--- src/rtl/ivc_pkg.sv ---
package ivc_pkg;
    localparam int NSRC       = 8;
    localparam int IDX_W      = $clog2(NSRC);
    localparam int VEC_W      = 8;
    localparam int VEC_STRIDE = 8;
    localparam int VEC_BASE   = 3;
    localparam int NPIN       = 4;
    localparam int NXPIN      = 2;

    typedef enum logic [1:0] {
        ST_IDLE,
        ST_LOW,
        ST_HIGH,
        ST_HIGH_OVER_LOW
    } svc_state_t;

    function automatic logic [VEC_W-1:0] vec_of(input logic [IDX_W-1:0] i);
        return VEC_W'(int'(i) * VEC_STRIDE + VEC_BASE);
    endfunction

    // pin k (0,1 base pins; 2,3 added pins) -> source index
    function automatic int pin_src(input int k);
        case (k)
            0:       return 0;
            1:       return 2;
            2:       return 6;
            default: return 7;
        endcase
    endfunction
endpackage

--- src/rtl/ivc_pin_detect.sv ---
module ivc_pin_detect (
    input  logic clk,
    input  logic rst_n,
    input  logic pin_n,
    input  logic edge_mode,
    input  logic sw_we,
    input  logic sw_val,
    input  logic hw_clr,
    output logic pending
);
    logic s1, s2, s3, flag, fall;

    always_ff @(posedge clk or negedge rst_n) begin
        if (!rst_n) begin
            s1 <= 1'b1;
            s2 <= 1'b1;
            s3 <= 1'b1;
        end else begin
            s1 <= pin_n;
            s2 <= s1;
            s3 <= s2;
        end
    end

    assign fall = s3 & ~s2;

    always_ff @(posedge clk or negedge rst_n) begin
        if (!rst_n) begin
            flag <= 1'b0;
        end else if (!edge_mode) begin
            flag <= 1'b0;
        end else begin
            if (fall)
                flag <= 1'b1;
            else if (hw_clr)
                flag <= 1'b0;
            else if (sw_we)
                flag <= sw_val;
        end
    end

    assign pending = edge_mode ? flag : ~s2;

    assert_fall_sets_R6: assert property (@(posedge clk) disable iff (!rst_n)
        (edge_mode && fall) |=> flag);
endmodule

--- src/rtl/ivc_pick.sv ---
module ivc_pick #(
    parameter  int N  = 8,
    localparam int IW = $clog2(N)
) (
    input  logic [N-1:0]  req,
    output logic          valid,
    output logic [IW-1:0] idx
);
    always_comb begin
        valid = |req;
        idx   = '0;
        for (int i = N - 1; i >= 0; i--) begin
            if (req[i]) idx = IW'(i);
        end
    end
endmodule

--- src/rtl/ivc_top.sv ---
module ivc_top
    import ivc_pkg::*;
(
    input  logic             clk,
    input  logic             rst_n,
    input  logic             glob_en,
    input  logic [5:0]       src_en,
    input  logic [5:0]       src_prio,
    input  logic [1:0]       ext_pin_n,
    input  logic [1:0]       ext_edge,
    input  logic [3:0]       periph_flag,
    input  logic [1:0]       xpin_n,
    input  logic             xc_wr,
    input  logic [7:0]       xc_wdata,
    input  logic             xc_bit_wr,
    input  logic [2:0]       xc_bit_idx,
    input  logic             xc_bit_val,
    output logic [7:0]       xc_rdata,
    input  logic             irq_ack,
    input  logic             irq_reti,
    output logic             irq_req,
    output logic [VEC_W-1:0] irq_vec,
    output logic [IDX_W-1:0] irq_src
);
    svc_state_t state, state_nx;

    logic [NXPIN-1:0] xp_px, xp_ex, xp_it;
    logic [NPIN-1:0]  pin_pend, pins_n, pin_edge;
    logic [NSRC-1:0]  pend, en_all, pr_all, live, hi_v, lo_v;
    logic             hi_ok, lo_ok, take, win_hi;
    logic [IDX_W-1:0] hi_idx, lo_idx;

    assign pins_n   = {xpin_n, ext_pin_n};
    assign pin_edge = {xp_it, ext_edge};

    // control register fields for added pins
    always_ff @(posedge clk or negedge rst_n) begin
        if (!rst_n) begin
            xp_px <= '0;
            xp_ex <= '0;
            xp_it <= '0;
        end else if (xc_wr) begin
            for (int j = 0; j < NXPIN; j++) begin
                xp_it[j] <= xc_wdata[4*j];
                xp_ex[j] <= xc_wdata[4*j+2];
                xp_px[j] <= xc_wdata[4*j+3];
            end
        end else if (xc_bit_wr) begin
            for (int j = 0; j < NXPIN; j++) begin
                if (int'(xc_bit_idx) == 4*j)   xp_it[j] <= xc_bit_val;
                if (int'(xc_bit_idx) == 4*j+2) xp_ex[j] <= xc_bit_val;
                if (int'(xc_bit_idx) == 4*j+3) xp_px[j] <= xc_bit_val;
            end
        end
    end

    genvar k;
    generate
        for (k = 0; k < NPIN; k++) begin : g_pin
            logic sw_we, sw_val, hw_clr;
            if (k >= NPIN - NXPIN) begin : g_sw
                localparam int POS = 4 * (k - (NPIN - NXPIN)) + 1;
                assign sw_we  = xc_wr | (xc_bit_wr & (int'(xc_bit_idx) == POS));
                assign sw_val = xc_wr ? xc_wdata[POS] : xc_bit_val;
            end else begin : g_nosw
                assign sw_we  = 1'b0;
                assign sw_val = 1'b0;
            end
            assign hw_clr = take && (irq_src == IDX_W'(pin_src(k)));
            ivc_pin_detect u_det (
                .clk       (clk),
                .rst_n     (rst_n),
                .pin_n     (pins_n[k]),
                .edge_mode (pin_edge[k]),
                .sw_we     (sw_we),
                .sw_val    (sw_val),
                .hw_clr    (hw_clr),
                .pending   (pin_pend[k])
            );
        end
    endgenerate

    assign xc_rdata = {xp_px[1], xp_ex[1], pin_pend[3], xp_it[1],
                       xp_px[0], xp_ex[0], pin_pend[2], xp_it[0]};

    assign pend   = {pin_pend[3], pin_pend[2], periph_flag[3], periph_flag[2],
                     periph_flag[1], pin_pend[1], periph_flag[0], pin_pend[0]};
    assign en_all = {xp_ex, src_en};
    assign pr_all = {xp_px, src_prio};
    assign live   = glob_en ? (pend & en_all) : '0;
    assign hi_v   = live & pr_all;
    assign lo_v   = live & ~pr_all;

    ivc_pick #(.N(NSRC)) u_hi (.req(hi_v), .valid(hi_ok), .idx(hi_idx));
    ivc_pick #(.N(NSRC)) u_lo (.req(lo_v), .valid(lo_ok), .idx(lo_idx));

    // state register
    always_ff @(posedge clk or negedge rst_n) begin
        if (!rst_n) state <= ST_IDLE;
        else        state <= state_nx;
    end

    // next state
    always_comb begin
        state_nx = state;
        unique case (state)
            ST_IDLE:          if (take) state_nx = win_hi ? ST_HIGH : ST_LOW;
            ST_LOW:           if (take) state_nx = ST_HIGH_OVER_LOW;
                              else if (irq_reti) state_nx = ST_IDLE;
            ST_HIGH:          if (irq_reti) state_nx = ST_IDLE;
            ST_HIGH_OVER_LOW: if (irq_reti) state_nx = ST_LOW;
        endcase
    end

    // outputs
    always_comb begin
        irq_req = 1'b0;
        win_hi  = 1'b0;
        irq_src = '0;
        unique case (state)
            ST_IDLE: begin
                if (hi_ok) begin
                    irq_req = 1'b1; win_hi = 1'b1; irq_src = hi_idx;
                end else if (lo_ok) begin
                    irq_req = 1'b1; irq_src = lo_idx;
                end
            end
            ST_LOW: begin
                if (hi_ok) begin
                    irq_req = 1'b1; win_hi = 1'b1; irq_src = hi_idx;
                end
            end
            ST_HIGH, ST_HIGH_OVER_LOW: irq_req = 1'b0;
        endcase
    end

    assign irq_vec = vec_of(irq_src);
    assign take    = irq_ack & irq_req;

    assert_req_gated_R4: assert property (@(posedge clk) disable iff (!rst_n)
        irq_req |-> glob_en);
    assert_vec_form_R1: assert property (@(posedge clk) disable iff (!rst_n)
        irq_req |-> (irq_vec[2:0] == 3'b011 && irq_vec[7:6] == 2'b00));
    assert_hold_in_high_R8: assert property (@(posedge clk) disable iff (!rst_n)
        (state == ST_HIGH || state == ST_HIGH_OVER_LOW) |-> !irq_req);
    assert_take_leaves_idle_R8: assert property (@(posedge clk) disable iff (!rst_n)
        (state == ST_IDLE && irq_ack && irq_req) |=> state != ST_IDLE);
    assert_unnest_R8: assert property (@(posedge clk) disable iff (!rst_n)
        (state == ST_HIGH_OVER_LOW && irq_reti) |=> state == ST_LOW);
    assert_stray_ack_R9: assert property (@(posedge clk) disable iff (!rst_n)
        (irq_ack && !irq_req && !irq_reti) |=> $stable(state));
    assert_bitwr_keeps_R11: assert property (@(posedge clk) disable iff (!rst_n)
        (xc_bit_wr && !xc_wr && xc_bit_idx != 3'd7) |=> $stable(xp_px[1]));
endmodule

--- config.mk ---
export PLATFORM = sky130hd
export DESIGN_NAME = ivc_top
export DESIGN_NICKNAME = d
export VERILOG_FILES = /design/src/rtl/ivc_pkg.sv /design/src/rtl/ivc_pin_detect.sv /design/src/rtl/ivc_pick.sv /design/src/rtl/ivc_top.sv
export SDC_FILE = /design/constraint.sdc
export NUM_CORES = 1
export LEC_CHECK = 0
export BUFFER_PORTS_ARGS = -buffer_cell sky130_fd_sc_hd__buf_2
export CAP_MARGIN = 10
export CORE_ASPECT_RATIO = 0.7
export CORE_MARGIN = 2
export CORE_UTILIZATION = 49
export CTS_CLUSTER_DIAMETER = 200
export DETAILED_ROUTE_END_ITERATION = 10
export PLACE_DENSITY = 0.76
export SYNTH_ARGS = -nofsm -noshare
export SYNTH_HDL_FRONTEND = slang
export SYNTH_SLANG_ARGS = --single-unit
--- constraint.sdc ---
create_clock -name clk -period 3.15 [get_ports clk]
set_input_delay 0.315 -clock clk [delete_from_list [all_inputs] [get_ports clk]]
set_output_delay 0.315 -clock clk [all_outputs]
set_load 0.005 [all_outputs]
==> results.sh <==
export IMPL_status="finished, final reports clean"
export IMPL_min_path_type="in2async"
export IMPL_avgRoutedWirePerCell_um=14.6
export IMPL_insertion_delay_ns=0.27
export IMPL_worst_pin_slew_ns=0.556
export IMPL_use_met2=0.341
export IMPL_final_layout_size_suffix_gt1_frac=0.421
export IMPL_vias_per_cell=5.78
export IMPL_die_h_um=52.0
export IMPL_powerDensity_nw_per_um2=435
export IMPL_synth_largest_area_cell="dfstp_2"
export IMPL_finalPower_uw=829
export IMPL_fin_crit_ns=2.61
export IMPL_ff2ff_path_depth=7
export IMPL_slew_headroom=0.629
export IMPL_hold_violations=0
export IMPL_critPathRequiredTime_ns=2.83
export IMPL_ys_ff_latch=24
export IMPL_clock_path_buffers=2
export IMPL_dr_pass1_iters=4
export IMPL_crit_path_max_fanout=6
export IMPL_rows=17
export IMPL_avgSynthCellArea_um2=10.0
export IMPL_synth_edff_count=0
export IMPL_start_kind="flop"
export IMPL_r2r_start="g_pin[1].u_det.s2"
export IMPL_clk_pin_slew_worst_paths_ns=0.09
export IMPL_h_tree_depth=1
export IMPL_crit_end="irq_src[2]"
export IMPL_arrival_ns=2.29
export IMPL_finalSetupTns_ns=0
export IMPL_hpwl_um=2740
export IMPL_start_util=0.512
export IMPL_holdBufCountCts=0
export IMPL_clock_skew_ns=0.0128
export IMPL_cts_tree="yes"
export IMPL_yosysUniqueCellTypes=52
export IMPL_synthArstFlopShare=1.00
export IMPL_grt_pass1_wl_um=6020
export IMPL_design_area_um2=1910
export IMPL_setup_violations=0
export IMPL_port_buffers=55
export IMPL_yosys_top_cells_area="dfstp_2 20%, dfrtp_1 19%, buf_4 5.6%"
export IMPL_fmax_mhz=384
export IMPL_drv_slew=0
export IMPL_p_leak_nw=0.870
export IMPL_cp_startpoint="xp_it[1]"
export IMPL_antennaDiodeCount=0
export IMPL_dp_cells=243
export IMPL_clock_sinks=24
export IMPL_gp_congestion=0.914
export IMPL_numCtsBuffers=3
export IMPL_seq_area_frac_synth=0.382
export IMPL_yosys_warnings=0
export IMPL_grt_pass1_vias=1329
export IMPL_placeableCoreArea_um2=3150
export IMPL_ioPinCount=61
export IMPL_grt_use_met3=0.0465
export IMPL_drt_iter0_drc=102
export IMPL_fp_dieArea_um2=3770
export IMPL_synth_ff_type="dfstp_2"
export IMPL_grt_start_max_net_pins=25
export IMPL_grt_use_total=0.207
export IMPL_area_growth_syn_to_layout_pct=18.3
export IMPL_nFillCells=262
export IMPL_root_buffer="clkbuf_8"
export IMPL_wl_um=3610
export IMPL_antenna_found_initial=0
export IMPL_r2r_setup_slack_ns=0.67
export IMPL_drv_cap=0
export IMPL_endpoint_kind="output pin"
export IMPL_use_met1=0.283
export IMPL_stdcell_count=247
export IMPL_fin_crit_sh=0.827
export IMPL_via_count=1427
export IMPL_synthCells=161
export IMPL_grt_busiest_layer="met2"
export IMPL_syn_area_um2=1610
export IMPL_place_area_um2=1840
export IMPL_irDropWorstVdd_mv=0.263
export IMPL_synth_top_area_share=0.196
export IMPL_chipWidth_um=72.5
export IMPL_ant_nets=0
export IMPL_postCtsSetupRepairBufs=0
export IMPL_final_nets=251
export IMPL_rsz0062_at_grt="no"
export IMPL_timing_rr_end="g_pin[1].u_det.flag"
export IMPL_drc=0
export IMPL_overflow=0
export IMPL_cts_resized=0
export IMPL_path_class="reg2out"
per-stage QoR:
stage / util / worst slack [ns] / hold WS (ns)
final: 0.605 / 0.543 / 0.0229
after global routing: 0.605 / 0.345 / 0.0452
after CTS: 0.605 / 0.530 / 0.0425
after detailed placement: 0.584 / 0.692 / 0.340
after global placement: 0.584 / 0.721 / 0.320
after floorplan: - / 0.896 / 0.0194
metal layers:
layer / part of all wire / vias to the layer above
met3: 0.054 / 7
met5: 0 / -
li1: - / 674
met1: 0.47 / 679
met2: 0.46 / 67
met4: 0.0094 / 0
cell type report:
| type | instances | area (um2) | area share |
|---|---|---|---|
| clock buffers | 4 | 66.3 | 0.0348 |
| inverters | 5 | 18.8 | 0.00985 |
| multi-input cells | 121 | 882 | 0.463 |
| flip-flops and latches | 24 | 616 | 0.323 |
| well taps | 38 | 47.5 | 0.0250 |
| repair buffers | 55 | 275 | 0.144 |
flip-flops by register name (all words and copies together), names as in the netlist:
register,flops
g_pin.u_det.s1,4
g_pin.u_det.s3,4
xp_it,2
xp_px,2
g_pin.u_det.flag,4
xp_ex,2
state,2
g_pin.u_det.s2,4
cell usage after synthesis, types with 2 or more instances:
cell and instances:
nand2_1 16, o21ai_0 13, buf_4 12, dfrtp_1 12
dfstp_2 12, nor2_1 9, mux2i_1 7, inv_1 5
nand4_1 5, nand4b_1 4, nor2b_1 4, nor3_1 4
nor3b_1 4, a21oi_1 3, mux2_2 3, nand2b_1 3
o21a_1 3, and4b_1 2, conb_1 2, nor2b_2 2
nor2b_4 2, nor4_4 2, o221a_1 2, o41a_1 2
logic make-up after synthesis:
kind of cell | share of synthesized area
muxes | 0.0645
buffers and inverters | 0.0769
other | 0.00466
and+or+nand+nor | 0.323
DFF | 0.382
AOI/OAI and AO/OA | 0.148
worst min path at each step:
stage / from / end
2_1_floorplan: rst_n / g_pin[0].u_det.flag
3_3_place_gp: rst_n / xp_it[0]
3_5_place_dp: rst_n / xp_ex[1]
4_1_cts: rst_n / xp_ex[1]
5_1_grt: rst_n / xp_ex[1]
6_report: rst_n / g_pin[0].u_det.flag
worst max-delay path, cell delays in order, from the launching register on:
cell and delay [ns]:
dfrtp_1 0.44, nor2b_4 0.17, nor4_4 0.32, nor3_1 0.09, o41a_1 0.43, nor3b_2 0.38, buf_2 0.19
report_power, final:
group,total [mW],internal [mW],switching [mW]
sequential,0.368,0.341,0.0266
combinational,0.222,0.104,0.118
clock,0.239,0.138,0.101
placed cells by master, fill, tap and decap left out, drive strengths merged, types with 4 or more instances in the layout:
cell type  instances
nand4              5
nand2b             4
nor2               9
nand2             17
nor3               5
dfrtp             12
inv                5
buf               55
nor2b              8
mux2i              7
dfstp             12
conb               5
clkbuf             4
o21ai             13
nor3b              5
nand4b             4
No activity file was read; power rests on OpenSTA's default activity.
